--- config.mk ---
export PLATFORM = sky130hd
export DESIGN_NAME = xpt_route_switch
export DESIGN_NICKNAME = d
export VERILOG_FILES = /design/src/rtl/xpt_pkg.sv /design/src/rtl/xpt_strobe_sync.sv /design/src/rtl/xpt_addr_hold.sv /design/src/rtl/xpt_sel_banks.sv /design/src/rtl/xpt_lane_mux.sv /design/src/rtl/xpt_route_switch.sv
export SDC_FILE = /design/constraint.sdc
export NUM_CORES = 1
export LEC_CHECK = 0
export CAP_MARGIN = 20
export CORE_MARGIN = 5
export CORE_UTILIZATION = 40
export CTS_CLUSTER_DIAMETER = 100
export CTS_CLUSTER_SIZE = 16
export DETAILED_ROUTE_END_ITERATION = 8
export DONT_BUFFER_PORTS = 1
export PLACE_DENSITY = 0.58
export SLEW_MARGIN = 25
export SYNTH_ARGS = -nofsm -noshare
export SYNTH_HDL_FRONTEND = slang
export SYNTH_SLANG_ARGS = --single-unit
--- constraint.sdc ---
create_clock -name clk -period 3 [get_ports clk]
set_clock_uncertainty 0.15 [all_clocks]
set_input_delay 0.15 -clock clk [delete_from_list [all_inputs] [get_ports clk]]
set_output_delay 0.15 -clock clk [all_outputs]
set_load 0.1 [all_outputs]
--- src/rtl/xpt_pkg.sv ---
package xpt_pkg;
    localparam int unsigned XPT_LANES  = 17;
    localparam int unsigned XPT_SEL_W  = 5;
    localparam int unsigned XPT_ADDR_W = 6;

    // one sample of the host-port strobes, raw levels
    typedef struct packed {
        logic wr_n;
        logic rd_n;
        logic cs_n;
        logic cfg;
    } port_strobe_t;

    localparam port_strobe_t STROBE_IDLE = '{wr_n: 1'b1, rd_n: 1'b1, cs_n: 1'b1, cfg: 1'b0};
endpackage

--- src/rtl/xpt_strobe_sync.sv ---
module xpt_strobe_sync
    import xpt_pkg::*;
#(
    parameter int unsigned SYNC_STAGES = 2
) (
    input  logic clk,
    input  logic rst_n,
    input  logic wr_n,
    input  logic rd_n,
    input  logic cs_n,
    input  logic cfg,
    output logic write_fire,
    output logic read_active,
    output logic commit
);
    localparam int unsigned LAST = SYNC_STAGES - 1;

    typedef struct packed {
        port_strobe_t [SYNC_STAGES-1:0] chain;
        logic                           wr_prev;
    } sync_state_t;

    sync_state_t st_d, st_q;
    port_strobe_t raw_s, settled_s;
    logic selected;

    always_comb begin
        raw_s      = '{wr_n: wr_n, rd_n: rd_n, cs_n: cs_n, cfg: cfg};
        st_d       = st_q;
        st_d.chain = {st_q.chain[SYNC_STAGES-2:0], raw_s};
        st_d.wr_prev = st_q.chain[LAST].wr_n;
    end

    always_ff @(posedge clk or negedge rst_n) begin
        if (!rst_n) begin
            st_q.chain   <= {SYNC_STAGES{STROBE_IDLE}};
            st_q.wr_prev <= 1'b1;
        end else begin
            st_q <= st_d;
        end
    end

    always_comb begin
        settled_s   = st_q.chain[LAST];
        selected    = ~settled_s.cs_n;
        write_fire  = selected & settled_s.wr_n & ~st_q.wr_prev;
        read_active = selected & ~settled_s.rd_n;
        commit      = selected & settled_s.cfg;
    end

    AST_WRITE_SINGLE: assert property (@(posedge clk) disable iff (!rst_n)
        write_fire |=> !write_fire);

    AST_WRITE_NEEDS_CS: assert property (@(posedge clk) disable iff (!rst_n)
        write_fire |-> !st_q.chain[LAST].cs_n);
endmodule

--- src/rtl/xpt_addr_hold.sv ---
module xpt_addr_hold
    import xpt_pkg::*;
#(
    parameter int unsigned ADDR_W = XPT_ADDR_W
) (
    input  logic              clk,
    input  logic              rst_n,
    input  logic              latch_en,
    input  logic [ADDR_W-1:0] bus_addr,
    output logic [ADDR_W-1:0] eff_addr
);
    typedef struct packed {
        logic [ADDR_W-1:0] held;
    } hold_state_t;

    hold_state_t st_d, st_q;

    always_comb begin
        st_d = st_q;
        if (latch_en) st_d.held = bus_addr;
        eff_addr = latch_en ? bus_addr : st_q.held;
    end

    always_ff @(posedge clk or negedge rst_n) begin
        if (!rst_n) st_q <= '0;
        else        st_q <= st_d;
    end

    AST_ADDR_HELD: assert property (@(posedge clk) disable iff (!rst_n)
        (!latch_en && $past(!latch_en)) |-> $stable(eff_addr));
endmodule

--- src/rtl/xpt_sel_banks.sv ---
module xpt_sel_banks
    import xpt_pkg::*;
#(
    parameter int unsigned N_OUT  = XPT_LANES,
    parameter int unsigned SEL_W  = XPT_SEL_W,
    parameter int unsigned ADDR_W = XPT_ADDR_W
) (
    input  logic                        clk,
    input  logic                        rst_n,
    input  logic                        write_fire,
    input  logic                        read_active,
    input  logic                        commit,
    input  logic [ADDR_W-1:0]           addr,
    input  logic [SEL_W-1:0]            wdata,
    output logic [N_OUT-1:0][SEL_W-1:0] active_sel,
    output logic [SEL_W-1:0]            rdata,
    output logic                        rdata_en
);
    typedef struct packed {
        logic [N_OUT-1:0][SEL_W-1:0] stage;
        logic [N_OUT-1:0][SEL_W-1:0] active;
        logic [SEL_W-1:0]            rdata;
        logic                        drive;
    } bank_state_t;

    bank_state_t st_d, st_q;
    logic        addr_hit;
    logic [SEL_W-1:0] stage_at_addr;

    always_comb begin
        st_d          = st_q;
        addr_hit      = 1'b0;
        stage_at_addr = '0;
        for (int o = 0; o < int'(N_OUT); o++) begin
            if (addr == ADDR_W'(o)) begin
                addr_hit      = 1'b1;
                stage_at_addr = st_q.stage[o];
                if (write_fire) st_d.stage[o] = wdata;
            end
        end
        if (commit) st_d.active = st_d.stage;
        st_d.drive = read_active & addr_hit;
        st_d.rdata = (read_active & addr_hit) ? stage_at_addr : '0;
    end

    always_ff @(posedge clk or negedge rst_n) begin
        if (!rst_n) st_q <= '0;
        else        st_q <= st_d;
    end

    assign active_sel = st_q.active;
    assign rdata      = st_q.rdata;
    assign rdata_en   = st_q.drive;

    AST_STAGE_QUIET: assert property (@(posedge clk) disable iff (!rst_n)
        !write_fire |=> $stable(st_q.stage));

    AST_ACTIVE_QUIET: assert property (@(posedge clk) disable iff (!rst_n)
        !commit |=> $stable(st_q.active));

    AST_COMMIT_WHOLE: assert property (@(posedge clk) disable iff (!rst_n)
        commit |=> (st_q.active == st_q.stage));

    AST_BUS_IDLE_ZERO: assert property (@(posedge clk) disable iff (!rst_n)
        !rdata_en |-> (rdata == '0));
endmodule

--- src/rtl/xpt_lane_mux.sv ---
module xpt_lane_mux
    import xpt_pkg::*;
#(
    parameter int unsigned N_IN  = XPT_LANES,
    parameter int unsigned SEL_W = XPT_SEL_W
) (
    input  logic [N_IN-1:0]  lanes,
    input  logic [SEL_W-1:0] sel,
    output logic             y
);
    always_comb begin
        y = 1'b0;
        for (int i = 0; i < int'(N_IN); i++) begin
            if (sel == SEL_W'(i)) y = lanes[i];
        end
    end
endmodule

--- src/rtl/xpt_route_switch.sv ---
module xpt_route_switch
    import xpt_pkg::*;
#(
    parameter int unsigned N_LANES     = XPT_LANES,
    parameter int unsigned SEL_W       = XPT_SEL_W,
    parameter int unsigned ADDR_W      = XPT_ADDR_W,
    parameter int unsigned SYNC_STAGES = 2
) (
    input  logic               clk,
    input  logic               rst_n,
    input  logic [N_LANES-1:0] lane_in,
    output logic [N_LANES-1:0] lane_out,
    input  logic [ADDR_W-1:0]  bus_addr,
    input  logic               addr_latch_en,
    input  logic [SEL_W-1:0]   bus_wdata,
    output logic [SEL_W-1:0]   bus_rdata,
    output logic               bus_rdata_en,
    input  logic               cs_n,
    input  logic               wr_n,
    input  logic               rd_n,
    input  logic               cfg_strobe
);
    logic                          write_fire;
    logic                          read_active;
    logic                          commit;
    logic [ADDR_W-1:0]             eff_addr;
    logic [N_LANES-1:0][SEL_W-1:0] active_sel;

    xpt_strobe_sync #(.SYNC_STAGES(SYNC_STAGES)) sync_i (
        .clk        (clk),
        .rst_n      (rst_n),
        .wr_n       (wr_n),
        .rd_n       (rd_n),
        .cs_n       (cs_n),
        .cfg        (cfg_strobe),
        .write_fire (write_fire),
        .read_active(read_active),
        .commit     (commit)
    );

    xpt_addr_hold #(.ADDR_W(ADDR_W)) addr_i (
        .clk     (clk),
        .rst_n   (rst_n),
        .latch_en(addr_latch_en),
        .bus_addr(bus_addr),
        .eff_addr(eff_addr)
    );

    xpt_sel_banks #(.N_OUT(N_LANES), .SEL_W(SEL_W), .ADDR_W(ADDR_W)) banks_i (
        .clk        (clk),
        .rst_n      (rst_n),
        .write_fire (write_fire),
        .read_active(read_active),
        .commit     (commit),
        .addr       (eff_addr),
        .wdata      (bus_wdata),
        .active_sel (active_sel),
        .rdata      (bus_rdata),
        .rdata_en   (bus_rdata_en)
    );

    for (genvar o = 0; o < N_LANES; o++) begin : g_out
        xpt_lane_mux #(.N_IN(N_LANES), .SEL_W(SEL_W)) mux_i (
            .lanes(lane_in),
            .sel  (active_sel[o]),
            .y    (lane_out[o])
        );

        AST_OVERRANGE_LOW: assert property (@(posedge clk) disable iff (!rst_n)
            (active_sel[o] >= SEL_W'(N_LANES)) |-> !lane_out[o]);
    end
endmodule

== Word-level counts from Yosys, hierarchy flattened ==
Cells that the tools add are included.

* Eq/ne operators: 288
* Multiplexer cells: 359
* Bitwise gates (word level): 8
* Reduce and logical (&&, ||, !) cells: 18

{| class="wikitable"
|+ Operators with widths
! cell !! number
|-
| equality test 5 x 4 -> 1 bit (second input constant) || 136
|-
| equality test 5 x 3 -> 1 bit (second input constant) || 68
|-
| two-way mux 1 bit || 306
|-
| two-way mux 5 bit || 52
|-
| equality test 5 x 2 -> 1 bit (second input constant) || 34
|-
| equality test 5 x 1 -> 1 bit (second input constant) || 17
|-
| equality test 5 bit (second input constant) || 17
|-
| logical NOT 5 bit || 17
|-
| equality test 6 x 4 -> 1 bit (second input constant) || 8
|-
| equality test 6 x 3 -> 1 bit (second input constant) || 4
|-
| equality test 6 x 2 -> 1 bit (second input constant) || 2
|-
| equality test 6 x 1 -> 1 bit (second input constant) || 1
|-
| equality test 6 x 5 -> 1 bit (second input constant) || 1
|-
| logical NOT 6 bit || 1
|-
| two-way mux 6 bit || 1
|-
| AND 1 bit || 5
|-
| inverter 1 bit || 3
|}

* Register bits: 191
* Output and inout port bits: 23

== Logic depth before layout (Yosys ltp) ==
Gate-level depths: netlist of run 1.

* Word-level depth: 21
* Mapped depth: 11
* Depth with buffers taken out: 8

== By module ==
A second synthesis of run 1 with hierarchy kept.

* Cells, all modules: 1222
* Area, all modules: 13068.8 µm²

{| class="wikitable"
|+ By module, submodules not included
! module !! times used !! cells each !! area each (µm²)
|-
| xpt_sel_banks || 1 || 602 || 8157.8
|-
| xpt_lane_mux || 17 || 35 || 259.0
|-
| xpt_strobe_sync || 1 || 12 || 256.5
|-
| xpt_addr_hold || 1 || 13 || 251.5
|}

== Least setup slack after synthesis of run 1 ==
Ideal clock, no wire load.

* Kind: reg-to-reg
* From: register addr_i.st_q[0] in the netlist's numbering
* To: register banks_i.st_q (netlist bit banks_i.active_sel[80])
* Library setup time: 0.125 ns
* Data arrival time: 2.185 ns
* Required time: 2.725 ns
* Path slack: 0.540 ns
* Cell stages (with the launch flop): 8
* Clock period less this slack: 2.460 ns
* Cells stage by stage: dfrtp_1 > mux2i_4 > nand2_2 > or4_1 > buf_2 > nor2_4 > mux2_2 > mux2_2

{| class="wikitable"
|+ RTL lines
! item !! line !! RTL
|-
| start: declaration || xpt_addr_hold.sv:16 || <nowiki>hold_state_t st_d, st_q;</nowiki>
|-
| start signal: assignment || xpt_addr_hold.sv:26 || <nowiki>else st_q <= st_d;</nowiki>
|-
| end signal: assignment || xpt_sel_banks.sv:48 || <nowiki>else st_q <= st_d;</nowiki>
|-
| end: declaration || xpt_sel_banks.sv:26 || <nowiki>bank_state_t st_d, st_q;</nowiki>
|}

== Worst setup path in the final report of run 1 ==
* From: register banks_i.st_q (netlist bit banks_i.active_sel[35])
* To: output lane_out[7]

* Longest elaborated chain between the ends: 18
* Elaborated cells between the ends (all ways): 34
* Classes of those cells: eq/ne (16); mux (17); reduce/logical (1)

{| class="wikitable"
|+ Ends and longest elaborated chain
! item !! line !! RTL
|-
| logical NOT 5 bit || xpt_lane_mux.sv:14 || <nowiki>if (sel == SEL_W'(i)) y = lanes[i];</nowiki>
|-
| two-way mux 1 bit (16 in series) || xpt_lane_mux.sv:14 ||
|-
| two-way mux 1 bit * || xpt_lane_mux.sv:14 ||
|-
| end: declaration || xpt_route_switch.sv:12 || <nowiki>output logic [N_LANES-1:0] lane_out,</nowiki>
|}

Every way passes the cells marked *; elsewhere a longest branch is shown, timed or not.

==> impl_metrics.py, run 1 <==
metrics = {
    "logic_synthesis": {
        "synth_compound_area_share_pct": 12.4,
        "synth_fa_ha_area_share_pct": 0,
        "synth_area_leaders": "dfrtp_1 (40%), mux2_2 (17%), mux4_2 (7.1%), clkbuf_1 (2.4%), o21ai_0 (2.3%)",
        "syn_avg_cell_area_um2": 11.0,
        "synth_xor_area_share_pct": 0,
        "syn-instance-count": 1040,
        "synthesis.area_um2": 11400,
        "synth-edff-count": 0,
        "synth_top_area_share_pct": 40.4,
        "synth_commonest_cells": "dfrtp_1 (184), mux2_2 (172), clkbuf_1 (72)",
        "synthSimpleGateAreaFrac_pct": 12.8,
        "synth_ff_type": "dfrtp_1",
        "async_flop_share_pct": 100,
        "ys_seq_elements": 191,
        "yosys-mux-area-fraction_pct": 27.4,
        "synth_top_family_by_area": "multiplexers",
        "yosysMostFrequentCell": "dfrtp_1",
        "synth.distinct_cells": 77,
        "ys_warn_count": 0,
        "synth_fp_nets": 1075,
        "synth_area_leader_cell": "dfrtp_1",
        "seq_area_frac_synth_pct": 42.0,
    },
    "floorplanning": {
        "start_util_pct": 40.8,
        "fp-row-count": 61,
        "core_area_um2": 27900,
        "die_y_um": 179,
        "io_pins": 58,
        "die_w_um": 179,
        "dieArea_um2": 32000,
    },
    "drt": {
        "drc_errors": 0,
        "dr.pass1.iters": 6,
        "avgRoutedWirePerCell_um": 24.5,
        "vias": 8627,
        "wl_um": 34200,
        "drt-vias-per-instance": 6.20,
        "drt-initial-drc-count": 579,
        "ant_nets": 0,
    },
    "sta": {
        "setup_viol": 0,
        "max_freq_mhz": 356,
        "tightest_slew_ns": 1.02,
        "relSlewSlack_pct": 31.8,
        "hold_viol": 191,
        "fin_crit_ns": 2.81,
        "finalWorstSetupSlack_ns": 0.192,
        "holdWs_ns": -0.745,
        "grt_setup_unrepaired": "false",
        "drv_slew": 0,
        "timing.final.crit_share_pct": 93.6,
        "fin_tns_setup_ns": 0,
    },
    "cts": {
        "postCtsSetupBuffers": 0,
        "cts_buffers": 17,
        "path_clk_slew_ns": 0.07,
        "clk_latency_ns": 0.45,
        "cts_root_buf": "clkbuf_16",
        "htree_levels": 4,
        "cts_tree": "yes",
        "cts.sinks": 191,
        "clockBufferDepth": 2,
        "ctsHoldBuffers": 18,
    },
    "run": {
        "cap_violations": 0,
    },
    "worst_setup_path": {
        "slowest_delay_ns": 0.58,
        "critical_path_class": "reg2out",
        "timing.critical_path.to_type": "primary output",
        "cp-start-kind": "flip-flop",
        "cp_num_buf_inv": 1,
        "slowest_stage": "dfrtp_1",
        "path_cells": "mux4_2, nor2b_1, a211oi_1, a211oi_1, a21oi_1, o21ai_2, buf_4",
        "cp_top_family": "flip-flops",
        "cp.arrival_ns": 2.51,
        "startpoint": "banks_i.active_sel[35]",
        "cp.required_ns": 2.70,
        "crit_fanout": 10,
        "cp_common_cell": "a211oi_1",
        "worstReg2RegStart": "addr_i.st_q[1]",
    },
    "place": {
        "gp_congestion": 0.894,
        "dpl_worst_slack_ns": 0.334,
        "dp_hpwl_um": 23000,
        "portBuffers": 0,
    },
    "outcome": {
        "failed_checks": "hold timing",
        "status": "finished with violations",
    },
    "power_and_ir_drop": {
        "ir_drop_mv": 0.389,
        "p_seq_share_pct": 44.2,
        "power_leakage_uw": 0.00524,
        "p_switching_uw": 2290,
        "total_power_uw": 7030,
        "power.density_nw_per_um2": 563,
        "p_int_uw": 4740,
        "combPwrFrac_pct": 22.4,
        "power_frac_clock_pct": 33.4,
        "p_sw_share_pct": 32.6,
    },
    "final_layout": {
        "area_growth_pct": 9.46,
        "drive_above_1_share_pct": 32.0,
        "n_antenna_cell": 0,
        "final_nets": 1036,
        "fill_cells": 2656,
        "utilization_pct": 44.7,
    },
    "grt": {
        "grt_pass1_vias": 8671,
        "grt_pass1_wl_um": 53300,
        "gr-total-overflow": 0,
        "grt_usage_pct": 21.9,
        "antenna_found_initial": 0,
        "grt_max_degree": 192,
    },
    "min_path": {
        "hold_path_class": "in2async",
    },
}
-- layer usage --
layer / routed length (µm) / share of wire (%) / track usage, % / vias to the layer above
met2: 14600 / 43 / 31.4 / 325
met3: 2470 / 7.2 / 4.85 / 46
met1: 16500 / 48 / 33.5 / 4433
met4: 600 / 1.8 / 5.44 / 0
li1: - / - / - / 3823
met5: 0 / 0 / 0 / -
-- worst paths after layout --
path                                     endpoint  slack, ns  cells after the start
min reg2reg                   sync_i.settled_s[0]       0.20                      0
min in group clk                   sync_i.st_d[8]       0.10                      1
max reg2reg                banks_i.active_sel[80]       0.34                      6
max                                   lane_out[7]       0.19                      7
min                             banks_i.st_q[174]      -0.75                      0
max in group asynchronous     sync_i.settled_s[2]       3.06                      0
-- flip-flops by register name, indices dropped and copies added (netlist names) --
name	flops
banks_i.active_sel	85
banks_i.st_q	85
addr_i.st_q	6
banks_i.rdata	5
sync_i.settled_s	4
sync_i.st_d	4
banks_i.rdata_en	1
sync_i.st_q	1
-- cells in the final DEF (no fill, tap or decap), types with 14 or more instances in the layout --
master / netlist / final
dfrtp_1: 184 / 181
mux2_2: 172 / 172
nand2_1: 63 / 63
nor2_1: 60 / 59
o21ai_0: 52 / 48
mux4_2: 36 / 36
buf_4: 24 / 32
a21oi_1: 26 / 26
mux2i_1: 24 / 24
nand3_1: 24 / 24
inv_1: 18 / 18
nor3_1: 18 / 17
clkbuf_16: 0 / 17
dlygate4sd3_1: 0 / 17
o22ai_1: 14 / 14
-- power by group through the flow --
stage                     Combinational (µW)  Sequential (µW)  Clock (µW)
after global routing                    1690             3140        2460
after detailed placement                1520             3140           0
after global placement                  1480             3140           0
final                                   1580             3110        2350
after CTS                               1580             3100        2370
after floorplan                         1460             2930           0
-- logic make-up after synthesis --
family                 Yosys count
muxes                          240
and+or+nand+nor                272
DFF                            191
buffers and inverters          132
AOI/OAI and AO/OA              205
-- layout make-up --
class                           count  area [µm²]  area share, %
Clock buffer                       22         474           3.80
Clock inverter                     10         124          0.992
Inverter                           22        82.6          0.661
Multi-Input combinational cell    717        6070           48.6
Sequential cell                   191        4790           38.4
Tap cell                          378         473           3.79
Timing Repair Buffer               52         470           3.77
-- metrics by stage --
stage,cells,hold slack [ns],cell area (µm²)
after detailed placement,1342,-0.279,11700
after floorplan,1040,-0.296,11400
after global placement,1341,-0.279,11700
final,1392,-0.745,12500
after global routing,1392,-0.752,12500
after CTS,1392,-0.750,12500
-- repair_timing --
| action | in CTS | in global routing |
|---|---|---|
| gates resized for setup | 0 | 6 |
| setup endpoints to repair | 0 | 8 |
| hold endpoints to repair | 371 | 191 |
No activity file was read; power rests on OpenSTA's default activity.
==> run 2: changes to the inputs <==
--- a/config.mk
+++ b/config.mk
@@ -7,12 +7,12 @@
 export LEC_CHECK = 0
 export CAP_MARGIN = 20
 export CORE_MARGIN = 5
-export CORE_UTILIZATION = 40
+export CORE_UTILIZATION = 55
 export CTS_CLUSTER_DIAMETER = 100
 export CTS_CLUSTER_SIZE = 16
 export DETAILED_ROUTE_END_ITERATION = 8
 export DONT_BUFFER_PORTS = 1
-export PLACE_DENSITY = 0.58
+export PLACE_DENSITY = 0.74
 export SLEW_MARGIN = 25
 export SYNTH_ARGS = -nofsm -noshare
 export SYNTH_HDL_FRONTEND = slang
==> impl_metrics.py, run 2 (synthesized netlist as in run 1, its figures left out) <==
metrics = {
    "outcome": {
        "status": "finished with violations",
        "failed_checks": "hold timing",
    },
    "power_and_ir_drop": {
        "p_switching_uw": 2300,
        "p_seq_share_pct": 44.9,
        "ir_drop_mv": 0.391,
        "p_sw_share_pct": 33.3,
        "power_leakage_uw": 0.00518,
        "power_frac_clock_pct": 32.3,
        "total_power_uw": 6910,
        "combPwrFrac_pct": 22.8,
        "p_int_uw": 4610,
        "power.density_nw_per_um2": 563,
    },
    "worst_setup_path": {
        "timing.critical_path.to_type": "flip-flop",
        "cp-start-kind": "primary input",
        "slowest_stage": "dlygate4sd3_1",
        "critical_path_class": "in2reg",
        "crit_fanout": 17,
        "cp.arrival_ns": 3.00,
        "path_cells": "dlygate4sd3_1, mux2i_4, nand2_2, or4_1, nor2_4, mux2_1, mux2_2",
        "slowest_delay_ns": 0.70,
        "cp.required_ns": 3.16,
        "r2r_slack_ns": 0.28,
    },
    "place": {
        "dp_hpwl_um": 21100,
        "portBuffers": 0,
        "dpl_worst_slack_ns": 0.309,
        "gp_congestion": 0.955,
    },
    "sta": {
        "setup_viol": 0,
        "drv_slew": 0,
        "fin_tns_setup_ns": 0,
        "max_freq_mhz": 352,
        "tightest_slew_ns": 0.930,
        "fin_crit_ns": 2.84,
        "finalWorstSetupSlack_ns": 0.160,
        "relSlewSlack_pct": 37.8,
        "timing.final.crit_share_pct": 94.7,
        "grt_setup_unrepaired": "false",
        "hold_viol": 191,
        "holdWs_ns": -0.732,
    },
    "final_layout": {
        "drive_above_1_share_pct": 31.3,
        "area_growth_pct": 7.59,
        "seq_area_um2": 4790,
        "final_nets": 1028,
        "mostFrequentLayoutCell": "dfrtp_1",
        "multi_input_area_um2": 6060,
        "final_cell_mix": "dfrtp_1 (181), mux2_2 (172), nand2_1 (63), nor2_1 (59), o21ai_0 (48)",
        "n_antenna_cell": 0,
        "fill_cells": 1663,
    },
    "cts": {
        "cts_root_buf": "clkbuf_16",
        "htree_levels": 4,
        "cts_buffers": 17,
        "clk_latency_ns": 0.43,
        "cts.sinks": 191,
        "cts_tree": "yes",
        "postCtsSetupBuffers": 0,
        "path_clk_slew_ns": 0.07,
        "clockBufferDepth": 2,
        "ctsHoldBuffers": 20,
    },
    "run": {
        "cap_violations": 0,
    },
    "drt": {
        "avgRoutedWirePerCell_um": 25.2,
        "wl_um": 32100,
        "vias": 8742,
        "dr.pass1.iters": 6,
        "drc_errors": 0,
        "drt-vias-per-instance": 6.85,
        "ant_nets": 0,
        "drt-initial-drc-count": 1022,
    },
    "grt": {
        "antenna_found_initial": 0,
        "gr-total-overflow": 0,
        "grt_pass1_wl_um": 50500,
        "grt_usage_pct": 27.4,
        "grt_pass1_vias": 8604,
        "grt_max_degree": 192,
    },
    "min_path": {
        "hold_path_class": "in2async",
    },
    "floorplanning": {
        "io_pins": 58,
        "die_w_um": 154,
        "start_util_pct": 56.2,
        "fp-row-count": 52,
        "core_area_um2": 20300,
        "die_y_um": 154,
        "dieArea_um2": 23700,
    },
}
[run 2: cell types whose count changed in the layout (fill, tap and decap cells not counted), moves of 2 or more]
cell,before,now
inv_6,3,5
buf_4,32,21
clkbuf_1,2,0
dlygate4sd3_1,17,20
clkbuf_8,3,1
[run 2: critical path: cells and delay by family]
| kind | cells | cell delay (ns) |
|---|---|---|
| mux | 3 | 1.08 |
| buf+inv | 1 | 0.70 |
| simple gates | 3 | 1.06 |
[run 2: worst paths after layout]
kind | startpoint | cells past startpoint | end
worst min-delay path | rst_n | 0 | banks_i.active_sel[6]
worst max-delay path | addr_latch_en | 7 | banks_i.active_sel[84]
worst max register to register | addr_i.st_q[1] | 6 | banks_i.active_sel[84]
min in group clk | wr_n | 1 | sync_i.st_d[8]
worst min register to register | sync_i.st_d[5] | 0 | sync_i.settled_s[0]
max in group asynchronous | rst_n | 0 | sync_i.st_d[7]
[run 2: metal layers]
layer  GRT usage, %  vias to the layer above  routed length (µm)  share of wire [%]
li1               -                     3797                   -                  -
met1           40.1                     4357               14100                 44
met2           39.4                      517               13800                 43
met3           7.73                       71                3340                 10
met4           9.04                        0                 823                2.6
met5              0                        -                   0                  0
[run 2: layout make-up]
cell class | instances | area share, %
tap | 270 | 2.75
timing repair buffer | 44 | 3.47
multi-input combinational | 717 | 49.4
clock inverter | 14 | 1.08
inverter | 22 | 0.673
sequential | 191 | 39.0
clock buffer | 18 | 3.58
[run 2: power groups by stage]
| stage | Sequential [µW] | Clock (µW) | Combinational [µW] |
|---|---|---|---|
| CTS | 3090 | 2240 | 1570 |
| finish | 3100 | 2230 | 1570 |
| global placement | 3130 | 0 | 1450 |
| floorplan | 2930 | 0 | 1460 |
| detailed placement | 3140 | 0 | 1510 |
| global route | 3140 | 2370 | 1670 |
[run 2: through the flow]
stage               hold WS, ns  area (µm²)  instances  util (%)
global placement         -0.287       11500       1223      56.5
global route             -0.757       12300       1276      60.5
CTS                      -0.743       12300       1276      60.4
floorplan                -0.296       11400       1040         -
finish                   -0.732       12300       1276      60.5
detailed placement       -0.287       11500       1224      56.6
[run 2: what timing repair did]
action                                 in CTS  in global routing
setup endpoints to repair                   0                  4
gates resized for setup                     0                  4
endpoints found under the hold margin     371                191
==> run 3: changes to the inputs <==
==> constraint.sdc (replaced) <==
create_clock -name clk -period 3.3 [get_ports clk]
set_clock_uncertainty 0.15 [all_clocks]
set_input_delay 0.165 -clock clk [delete_from_list [all_inputs] [get_ports clk]]
set_output_delay 0.165 -clock clk [all_outputs]
set_load 0.1 [all_outputs]
==> impl_metrics.py, run 3 (synthesized netlist as in run 1, its figures left out) <==
metrics = {
    "outcome": {
        "status": "finished with violations",
        "failed_checks": "hold timing",
    },
    "worst_setup_path": {
        "cp.arrival_ns": 3.36,
        "timing.critical_path.to_type": "flip-flop",
        "cp_num_buf_inv": 2,
        "worstReg2RegStart": "addr_i.st_q[2]",
        "cp_common_cell": "mux2_2",
        "path_cells": "mux2i_4, dlygate4sd3_1, inv_2, nor2_2, nand3_1, nor2_1, mux2_2, mux2_2",
        "slowest_stage": "dlygate4sd3_1",
        "ff2ff_path_depth": 8,
        "slowest_delay_ns": 0.62,
        "cp_num_cells": 8,
        "cp-start-kind": "flip-flop",
        "cp.required_ns": 3.47,
        "r2r-end": "banks_i.active_sel[57]",
        "crit_fanout": 8,
        "r2r_slack_ns": 0.11,
        "critical_path_class": "reg2reg",
        "cp_top_family": "multiplexers",
    },
    "cts": {
        "clk_latency_ns": 0.44,
        "htree_levels": 4,
        "cts_buffers": 17,
        "postCtsSetupBuffers": 0,
        "path_clk_slew_ns": 0.07,
        "postCtsResizedCells": 0,
        "cts_root_buf": "clkbuf_16",
        "ctsHoldBuffers": 17,
        "cts.sinks": 191,
        "clockBufferDepth": 2,
        "cts_tree": "yes",
    },
    "drt": {
        "drt-initial-drc-count": 993,
        "ant_nets": 0,
        "dr.pass1.iters": 6,
        "avgRoutedWirePerCell_um": 25.9,
        "wl_um": 32900,
        "drc_errors": 0,
        "drt-vias-per-instance": 6.97,
        "vias": 8837,
    },
    "sta": {
        "holdWs_ns": -0.724,
        "setup_viol": 0,
        "grt_setup_unrepaired": "false",
        "max_freq_mhz": 314,
        "timing.final.crit_share_pct": 96.7,
        "drv_slew": 0,
        "fin_tns_setup_ns": 0,
        "tightest_slew_ns": 0.989,
        "fin_crit_ns": 3.19,
        "relSlewSlack_pct": 33.9,
        "hold_viol": 191,
    },
    "power_and_ir_drop": {
        "power.density_nw_per_um2": 522,
        "power_leakage_uw": 0.00514,
        "total_power_uw": 6370,
        "ir_drop_mv": 0.330,
    },
    "grt": {
        "grt_usage_pct": 27.4,
        "grt_pass1_vias": 8391,
        "gr-total-overflow": 0,
        "antenna_found_initial": 0,
        "grt_pass1_wl_um": 50200,
        "grt_max_degree": 192,
    },
    "final_layout": {
        "final_area_um2": 12200,
        "final_cell_mix": "dfrtp_1 (184), mux2_2 (172), nand2_1 (63), nor2_1 (59), o21ai_0 (48)",
        "utilization_pct": 60.2,
        "final_nets": 1020,
        "fill_cells": 1634,
        "n_antenna_cell": 0,
        "mostFrequentLayoutCell": "dfrtp_1",
        "drive_above_1_share_pct": 30.5,
        "area_growth_pct": 7.08,
    },
    "place": {
        "dpl_cell_area_um2": 11400,
        "portBuffers": 0,
        "gp_congestion": 1.01,
        "dp_hpwl_um": 20800,
    },
    "floorplanning": {
        "start_util_pct": 56.2,
        "dieArea_um2": 23700,
        "die_w_um": 154,
        "core_area_um2": 20300,
        "die_y_um": 154,
        "fp-row-count": 52,
        "io_pins": 58,
    },
    "run": {
        "cap_violations": 0,
    },
    "min_path": {
        "hold_path_class": "in2async",
    },
}
run 3: changes by cell type in the layout (fill, tap and decap cells not counted), sizes merged:
cell,change
bufinv,+2
clkinvlp,+3
clkbuf,+1
inv,-4
buf,-5
clkinv,-3
dlygate4sd3,-3
run 3: power by group:
group / switching (µW) / total (µW) / internal [µW]
Combinational: 845 / 1420 / 573
Sequential: 280 / 2810 / 2530
Clock: 930 / 2140 / 1210
Total: 2060 / 6370 / 4320
run 3: per-stage QoR:
step | hold WS [ns] | setup slack [ns] | instances
2_1_floorplan | -0.281 | 0.840 | 1040
3_3_place_gp | -0.274 | 0.668 | 1218
3_5_place_dp | -0.274 | 0.621 | 1219
4_1_cts | -0.742 | 0.179 | 1267
5_1_grt | -0.737 | 0.0278 | 1267
6_report | -0.724 | 0.111 | 1267
run 3: routing by layer:
layer	global-route usage [%]	up-vias	routed length, µm
met5	0	-	0
li1	-	3788	-
met4	8.62	0	870
met3	7.87	80	3560
met2	39.6	500	14300
met1	40.1	4469	14100
run 3: how the worst max path moves through the flow:
stage,start,endpoint
finish,addr_i.st_q[2],banks_i.active_sel[57]
global route,addr_i.st_q[2],banks_i.active_sel[57]
CTS,addr_i.st_q[2],banks_i.active_sel[57]
detailed placement,addr_i.st_q[1],banks_i.active_sel[50]
global placement,addr_i.st_q[1],banks_i.active_sel[50]
floorplan,addr_i.st_q[0],banks_i.active_sel[80]
run 3: cell type report:
class | instances | area [µm²] | share of cell area (%)
timing repair buffer | 36 | 345 | 2.83
inverter | 22 | 82.6 | 0.676
tap | 270 | 338 | 2.77
multi-input combinational | 717 | 6060 | 49.6
sequential | 191 | 4790 | 39.2
clock inverter | 12 | 159 | 1.30
clock buffer | 19 | 443 | 3.63
run 3: worst reg2reg max path, cell delays in order, from the launching register on:
cell and delay, ns:
dfrtp_1 0.42, mux2i_4 0.23, dlygate4sd3_1 0.62, inv_2 0.07
nor2_2 0.25, nand3_1 0.23, nor2_1 0.42, mux2_2 0.41
mux2_2 0.28
